[src/rtl/ctxstk_pkg.sv]
package ctxstk_pkg;
  parameter int PC_W = 13;
  parameter int D_W  = 8;
  parameter int I_W  = 14;

  typedef struct packed {
    logic            fast;
    logic [PC_W-1:0] pc;
    logic [D_W-1:0]  acc;
    logic [D_W-1:0]  stat;
    logic [I_W-1:0]  insn;
  } ctx_t;

  typedef enum logic [1:0] {VS_HOLD, VS_REQ, VS_WAIT} vstate_t;
endpackage

[src/rtl/ctxstk_store.sv]
module ctxstk_store import ctxstk_pkg::*; #(
  parameter int DEPTH = 16
) (
  input  logic                         clk,
  input  logic                         rst_n,
  input  logic                         do_push,
  input  logic                         do_pop,
  input  ctx_t                         wdata,
  output ctx_t                         rdata,
  output logic [$clog2(DEPTH+1)-1:0]   level,
  output logic                         ovf,
  output logic                         unf
);
  localparam int PW = (DEPTH > 1) ? $clog2(DEPTH) : 1;
  localparam int LW = $clog2(DEPTH+1);
  localparam logic [LW-1:0] FULL = LW'(DEPTH);
  localparam logic [PW-1:0] LAST = PW'(DEPTH-1);

  ctx_t           mem [DEPTH];
  logic [PW-1:0]  wr_ptr;
  logic [PW-1:0]  rd_idx;

  assign rd_idx = (wr_ptr == '0) ? LAST : wr_ptr - 1'b1;
  assign rdata  = (level == '0) ? '0 : mem[rd_idx];

  always_ff @(posedge clk) begin
    if (do_push && !do_pop) mem[wr_ptr] <= wdata;
  end

  always_ff @(posedge clk) begin
    if (!rst_n) begin
      wr_ptr <= '0;
      level  <= '0;
      ovf    <= 1'b0;
      unf    <= 1'b0;
    end else if (do_pop) begin
      if (level == '0) begin
        unf <= 1'b1;
      end else begin
        wr_ptr <= rd_idx;
        level  <= level - 1'b1;
      end
    end else if (do_push) begin
      wr_ptr <= (wr_ptr == LAST) ? '0 : wr_ptr + 1'b1;
      if (level == FULL) ovf <= 1'b1;
      else               level <= level + 1'b1;
    end
  end

  p_level_bound_r4: assert property (@(posedge clk) disable iff (!rst_n)
    level <= FULL);
  p_ovf_sticky_r10: assert property (@(posedge clk) disable iff (!rst_n)
    ovf |=> ovf);
  p_unf_sticky_r10: assert property (@(posedge clk) disable iff (!rst_n)
    unf |=> unf);
  p_full_push_r4: assert property (@(posedge clk) disable iff (!rst_n)
    do_push && !do_pop && level == FULL |=> ovf && level == FULL);
  p_empty_pop_r5: assert property (@(posedge clk) disable iff (!rst_n)
    do_pop && level == '0 |=> unf && level == '0);
  p_pop_shrinks_r1: assert property (@(posedge clk) disable iff (!rst_n)
    do_pop && level != '0 |=> level == LW'($past(level) - 1'b1));
endmodule

[src/rtl/ctxstk_vec.sv]
module ctxstk_vec import ctxstk_pkg::*; #(
  parameter int VEC_ADDR = 4
) (
  input  logic            clk,
  input  logic            rst_n,
  input  logic            reload,
  output logic            fetch_req_valid,
  input  logic            fetch_req_ready,
  output logic [PC_W-1:0] fetch_addr,
  input  logic            fetch_rsp_valid,
  input  logic [I_W-1:0]  fetch_rsp_data,
  output logic [I_W-1:0]  vec_insn,
  output logic            vec_loaded
);
  vstate_t state;

  assign fetch_req_valid = (state == VS_REQ);
  assign fetch_addr      = PC_W'(VEC_ADDR);

  always_ff @(posedge clk) begin
    if (!rst_n) begin
      state      <= VS_REQ;
      vec_insn   <= '0;
      vec_loaded <= 1'b0;
    end else if (reload) begin
      state      <= VS_REQ;
      vec_loaded <= 1'b0;
    end else begin
      case (state)
        VS_REQ:  if (fetch_req_ready) state <= VS_WAIT;
        VS_WAIT: if (fetch_rsp_valid) begin
          state      <= VS_HOLD;
          vec_insn   <= fetch_rsp_data;
          vec_loaded <= 1'b1;
        end
        default: state <= VS_HOLD;
      endcase
    end
  end

  p_req_hold_r9: assert property (@(posedge clk) disable iff (!rst_n)
    fetch_req_valid && !fetch_req_ready && !reload |=> fetch_req_valid);
  p_reload_drop_r9: assert property (@(posedge clk) disable iff (!rst_n)
    reload |=> !vec_loaded && fetch_req_valid);
endmodule

[src/rtl/ctxstk_irq.sv]
module ctxstk_irq (
  input  logic clk,
  input  logic rst_n,
  input  logic irq_req,
  input  logic fast_en,
  input  logic vec_loaded,
  output logic irq_push,
  output logic vec_go,
  output logic vec_hit
);
  always_ff @(posedge clk) begin
    if (!rst_n) begin
      irq_push <= 1'b0;
      vec_go   <= 1'b0;
      vec_hit  <= 1'b0;
    end else begin
      irq_push <= irq_req && !irq_push;
      vec_go   <= irq_push;
      vec_hit  <= irq_push && fast_en && vec_loaded;
    end
  end

  p_fixed_latency_r7: assert property (@(posedge clk) disable iff (!rst_n)
    irq_req && !irq_push |=> ##1 vec_go);
  p_go_pulse_r7: assert property (@(posedge clk) disable iff (!rst_n)
    vec_go |=> !vec_go);
  p_hit_in_go_r8: assert property (@(posedge clk) disable iff (!rst_n)
    vec_hit |-> vec_go);
endmodule

[src/rtl/ctx_return_stack.sv]
module ctx_return_stack import ctxstk_pkg::*; #(
  parameter int DEPTH    = 16,
  parameter int VEC_ADDR = 4
) (
  input  logic                       clk,
  input  logic                       rst_n,
  input  logic                       fast_en,
  input  logic                       push_req,
  input  logic [PC_W-1:0]            push_pc,
  input  logic [D_W-1:0]             push_acc,
  input  logic [D_W-1:0]             push_stat,
  input  logic [I_W-1:0]             push_insn,
  input  logic                       pop_valid,
  output logic                       pop_ready,
  output logic                       rp_valid,
  input  logic                       rp_ready,
  output logic [PC_W-1:0]            rp_pc,
  output logic [D_W-1:0]             rp_acc,
  output logic [D_W-1:0]             rp_stat,
  output logic [I_W-1:0]             rp_insn,
  output logic                       rp_full_ctx,
  input  logic                       irq_req,
  output logic                       vec_go,
  output logic                       vec_hit,
  output logic [I_W-1:0]             vec_insn,
  input  logic                       vec_refresh,
  output logic                       fetch_req_valid,
  input  logic                       fetch_req_ready,
  output logic [PC_W-1:0]            fetch_addr,
  input  logic                       fetch_rsp_valid,
  input  logic [I_W-1:0]             fetch_rsp_data,
  output logic [$clog2(DEPTH+1)-1:0] level,
  output logic                       ovf_flag,
  output logic                       unf_flag,
  output logic                       err_flag
);
  logic irq_push, vec_loaded, pop_go, push_any, do_push;
  ctx_t wdata, rdata;

  assign pop_ready = !rp_valid || rp_ready;
  assign pop_go    = pop_valid && pop_ready;
  assign push_any  = push_req || irq_push;
  assign do_push   = push_any && !pop_go;

  assign wdata.fast = fast_en;
  assign wdata.pc   = push_pc;
  assign wdata.acc  = push_acc;
  assign wdata.stat = push_stat;
  assign wdata.insn = push_insn;

  ctxstk_store #(.DEPTH(DEPTH)) u_store (
    .clk(clk), .rst_n(rst_n), .do_push(do_push), .do_pop(pop_go),
    .wdata(wdata), .rdata(rdata), .level(level), .ovf(ovf_flag), .unf(unf_flag)
  );

  ctxstk_irq u_irq (
    .clk(clk), .rst_n(rst_n), .irq_req(irq_req), .fast_en(fast_en),
    .vec_loaded(vec_loaded), .irq_push(irq_push), .vec_go(vec_go), .vec_hit(vec_hit)
  );

  ctxstk_vec #(.VEC_ADDR(VEC_ADDR)) u_vec (
    .clk(clk), .rst_n(rst_n), .reload(vec_refresh || vec_go),
    .fetch_req_valid(fetch_req_valid), .fetch_req_ready(fetch_req_ready),
    .fetch_addr(fetch_addr), .fetch_rsp_valid(fetch_rsp_valid),
    .fetch_rsp_data(fetch_rsp_data), .vec_insn(vec_insn), .vec_loaded(vec_loaded)
  );

  always_ff @(posedge clk) begin
    if (!rst_n) begin
      rp_valid    <= 1'b0;
      rp_pc       <= '0;
      rp_acc      <= '0;
      rp_stat     <= '0;
      rp_insn     <= '0;
      rp_full_ctx <= 1'b0;
      err_flag    <= 1'b0;
    end else begin
      if (push_any && pop_go) err_flag <= 1'b1;
      if (pop_go) begin
        rp_valid    <= 1'b1;
        rp_pc       <= rdata.pc;
        rp_full_ctx <= rdata.fast;
        rp_acc      <= rdata.fast ? rdata.acc  : '0;
        rp_stat     <= rdata.fast ? rdata.stat : '0;
        rp_insn     <= rdata.fast ? rdata.insn : '0;
      end else if (rp_ready) begin
        rp_valid <= 1'b0;
      end
    end
  end

  p_hold_beat_r2: assert property (@(posedge clk) disable iff (!rst_n)
    rp_valid && !rp_ready |=> rp_valid && $stable(rp_pc) && $stable(rp_insn)
                              && $stable(rp_acc) && $stable(rp_full_ctx));
  p_clash_err_r6: assert property (@(posedge clk) disable iff (!rst_n)
    push_req && pop_valid && pop_ready |=> err_flag);
  p_err_sticky_r10: assert property (@(posedge clk) disable iff (!rst_n)
    err_flag |=> err_flag);
  p_compat_zero_r3: assert property (@(posedge clk) disable iff (!rst_n)
    rp_valid && !rp_full_ctx |-> rp_acc == '0 && rp_stat == '0 && rp_insn == '0);
endmodule

[config.mk]
export PLATFORM = sky130hd
export DESIGN_NAME = ctx_return_stack
export DESIGN_NICKNAME = d
export VERILOG_FILES = /design/src/rtl/ctxstk_pkg.sv /design/src/rtl/ctxstk_store.sv /design/src/rtl/ctxstk_vec.sv /design/src/rtl/ctxstk_irq.sv /design/src/rtl/ctx_return_stack.sv
export SDC_FILE = /design/constraint.sdc
export NUM_CORES = 1
export LEC_CHECK = 0
export ABC_AREA = 1
export CAP_MARGIN = 20
export CORE_MARGIN = 3
export CORE_UTILIZATION = 50
export CTS_BUF_LIST = sky130_fd_sc_hd__clkbuf_4 sky130_fd_sc_hd__clkbuf_8
export DETAILED_ROUTE_END_ITERATION = 12
export DONT_BUFFER_PORTS = 1
export PLACE_DENSITY_LB_ADDON = 0.25
export RECOVER_POWER = 50
export SLEW_MARGIN = 20
export SYNTH_ARGS = -nofsm -noshare
export SYNTH_HDL_FRONTEND = slang
export SYNTH_SLANG_ARGS = --single-unit
[constraint.sdc]
create_clock -name clk -period 9.4 [get_ports clk]
set_clock_uncertainty 0.15 [all_clocks]
set_input_delay 2.82 -clock clk [delete_from_list [all_inputs] [get_ports clk]]
set_output_delay 2.82 -clock clk [all_outputs]
set_load 0.03 [all_outputs]
==> flow_metrics.py <==
metrics = {
    "power_and_ir_drop": {
        "power.static_leakage_uw": 0.0123,
        "power_density_nw_per_um2": 268,
        "ir_drop_mv": 0.139,
    },
    "floorplanning": {
        "initial_utilization_pct": 50.6,
        "chipHeight_um": 256,
        "placementRows": 91,
        "io_pins": 151,
        "fp.coreArea_um2": 61800,
        "die_width_um": 256,
        "die-area_um2": 65600,
    },
    "placement": {
        "hpwlAfterDp_um": 41600,
        "place.port_buffers": 0,
        "placed_cells": 3399,
        "gpl.final_weighted_congestion": 0.811,
    },
    "logic_synthesis": {
        "synth_top_area_share_pct": 67.6,
        "synthesis.yosys.warnings": 0,
        "netlist-cell-type-count": 33,
        "async_reset_ff_share_pct": 0,
        "postSynthCellCount": 2704,
        "post_synth_instance_area_um2": 31300,
        "synth.avg_cell_area_um2": 11.6,
        "yosys.cell_count.top_type": "nand2_1",
        "synth_sequential_area_ratio_pct": 72.5,
        "yosys.area.top_type": "edfxtp_1",
        "dominantRegCellSynth": "edfxtp_1",
        "yosys_register_bits": 781,
        "synth.top_cells.by_area": "edfxtp_1 68%, nand3_1 11%, nand2_1 10%",
        "synth.top_cells.by_count": "856 x nand2_1, 704 x edfxtp_1, 658 x nand3_1",
        "synth_enable_flop_cells": 704,
    },
    "timing": {
        "final_min_period_over_clock_period_pct": 67.6,
        "grt_setup_unrepaired": "no",
        "relSlewSlack_pct": 25.1,
        "finalCriticalPeriod_ns": 6.36,
        "final-hold-violation-count": 0,
        "tightest_slew_ns": 1.12,
        "achievable-frequency_ghz": 0.157,
        "timing.setup.tns_ns": 0,
        "final-setup-viol-count": 0,
        "final_max_slew_viol_count": 0,
    },
    "global_route": {
        "grt_first_pass_wirelength_um": 123000,
        "initial_antenna_violation_count": 0,
        "largest_net_degree_at_the_start_of_global_routing": 179,
        "via_count_of_the_first_global_routing_pass": 20100,
        "grt.total_usage_pct": 24.4,
        "grt_overflow_total": 0,
    },
    "critical_path": {
        "timing.critical_path.arrival_ns": 6.58,
        "cp_max_fo": 53,
        "cp_data_required_time_ns": 9.63,
        "start_kind": "primary input",
        "critical_path_class": "primary input to flip-flop",
        "end_kind": "flip-flop",
    },
    "route": {
        "drtPass1Iterations": 6,
        "detailroute.via_count": 20800,
        "first_iter_violations": 2504,
        "detail_route.wl_per_cell_um": 22.3,
        "number_of_design_rule_violations_left_after_detail_routing": 0,
        "drt-total-wl_um": 80700,
        "postRouteAntennaNets": 0,
        "viasPerCell": 5.74,
    },
    "cells_and_area": {
        "area.growth.synth_to_final_pct": 9.78,
        "post_layout_nonfiller_instances": 3622,
        "antenna_cells": 0,
        "layout-drive-gt1-share_pct": 9.05,
        "nets": 2760,
    },
    "cts": {
        "clkSinkCount": 781,
        "clock_path_buffers": 3,
        "clk-insertion-delay-late_ns": 0.73,
        "ctsRootBufferMaster": "clkbuf_8",
        "cts_buffers": 118,
        "cts.reportedPaths.clkPinSlew_ns": 0.06,
        "postCtsHoldBufs": 0,
        "cts_tree": "built",
        "postCtsResizedCells": 0,
        "post_cts.repair.setup_buffers": 0,
        "htree_levels": 3,
    },
    "hold_path": {
        "hold_path.class": "flip-flop to flip-flop",
    },
    "flow_run": {
        "max-cap-violations": 0,
    },
    "run_status": {
        "outcome": "finished, final reports clean",
    },
}
## path summary, 6_finish.rpt
check	from	to	slack, ns	cells after the start
setup / recovery	rp_ready	u_store.mem[10][13]	3.04	9
hold / removal	u_vec.vec_loaded	u_irq.vec_hit	0.29	2
setup reg to reg	u_store.wr_ptr[0]	rp_insn[2]	4.12	14
hold reg to reg	u_vec.vec_loaded	u_irq.vec_hit	0.29	2
## area by class of cell
cell class | instances | area (µm²)
Tap cell | 837 | 1050
Multi-Input combinational cell | 1713 | 7710
Sequential cell | 781 | 22700
Clock inverter | 61 | 424
Inverter | 37 | 150
Fill cell | 5064 | 27500
Timing Repair Buffer | 33 | 298
Clock buffer | 160 | 2010
## placed cells by master, fill, tap and decap left out, types with 4 or more instances in the layout
master     count
buf_4         29
clkbuf_8     130
conb_1        13
nor2_4        15
dfxtp_1       76
edfxtp_1     704
nor2_1        47
a21oi_1       61
clkinv_1      32
ha_1           7
bufinv_16      5
nand2_1      854
o21ai_0       29
nand3_1      658
clkbuf_4      30
buf_12         4
clkinv_2      20
inv_1         32
## sequential cells by signal (all words and copies together) (netlist names), 2 cells and up
name / count
rp_acc: 8
rp_insn: 14
rp_pc: 13
rp_stat: 8
u_store.level: 5
u_store.mem: 704
u_store.wr_ptr: 4
u_vec.state: 2
u_vec.vec_insn: 14
## power breakdown
group	internal, µW	total [µW]	switching (µW)	leakage [µW]
registers	3940	4160	220	0.00698
clock network	1530	2830	1300	0.00129
logic	586	2210	1620	0.00402
total	6060	9210	3150	0.0123
## through the flow
stage	setup slack, ns	util [%]	hold slack [ns]	total power, µW	instance area (µm²)
finish	3.04	55.5	0.288	9210	34300
detailed placement	2.31	51.5	0.277	6420	31800
floorplan	1.74	-	0.260	5740	31300
CTS	3.09	55.5	0.287	9230	34300
global placement	2.38	51.5	0.277	6390	31800
global route	2.78	55.5	0.326	9650	34300
## layer usage
metal	wire, µm	GRT usage, %	up-vias	part of all wire (%)
met5	0	0	-	0
met4	1650	7.48	0	2.0
met3	8090	5.64	137	10
met2	37300	38.1	1075	46
met1	33700	34.3	10100	42
li1	-	-	9465	-
## cells by family after synthesis
| kind of cell | count (synthesis) | share of synthesized area [%] |
|---|---|---|
| compound gates | 102 | 1.70 |
| fa+ha+maj | 9 | 0.384 |
| flops | 781 | 72.5 |
| other cells | 2 | 0.0240 |
| buf+inv | 221 | 3.38 |
| xor+xnor | 5 | 0.140 |
| simple gates | 1584 | 21.8 |
## worst max-delay path, cell delays in order
cell	delay [ns]
inv_1	0.03
nand2_1	0.23
nand2_2	0.12
buf_4	0.60
clkinv_1	0.52
nor2_1	0.49
nand2_1	0.35
nor2_4	0.90
buf_4	0.47
Power figures use the tool's default switching activity.
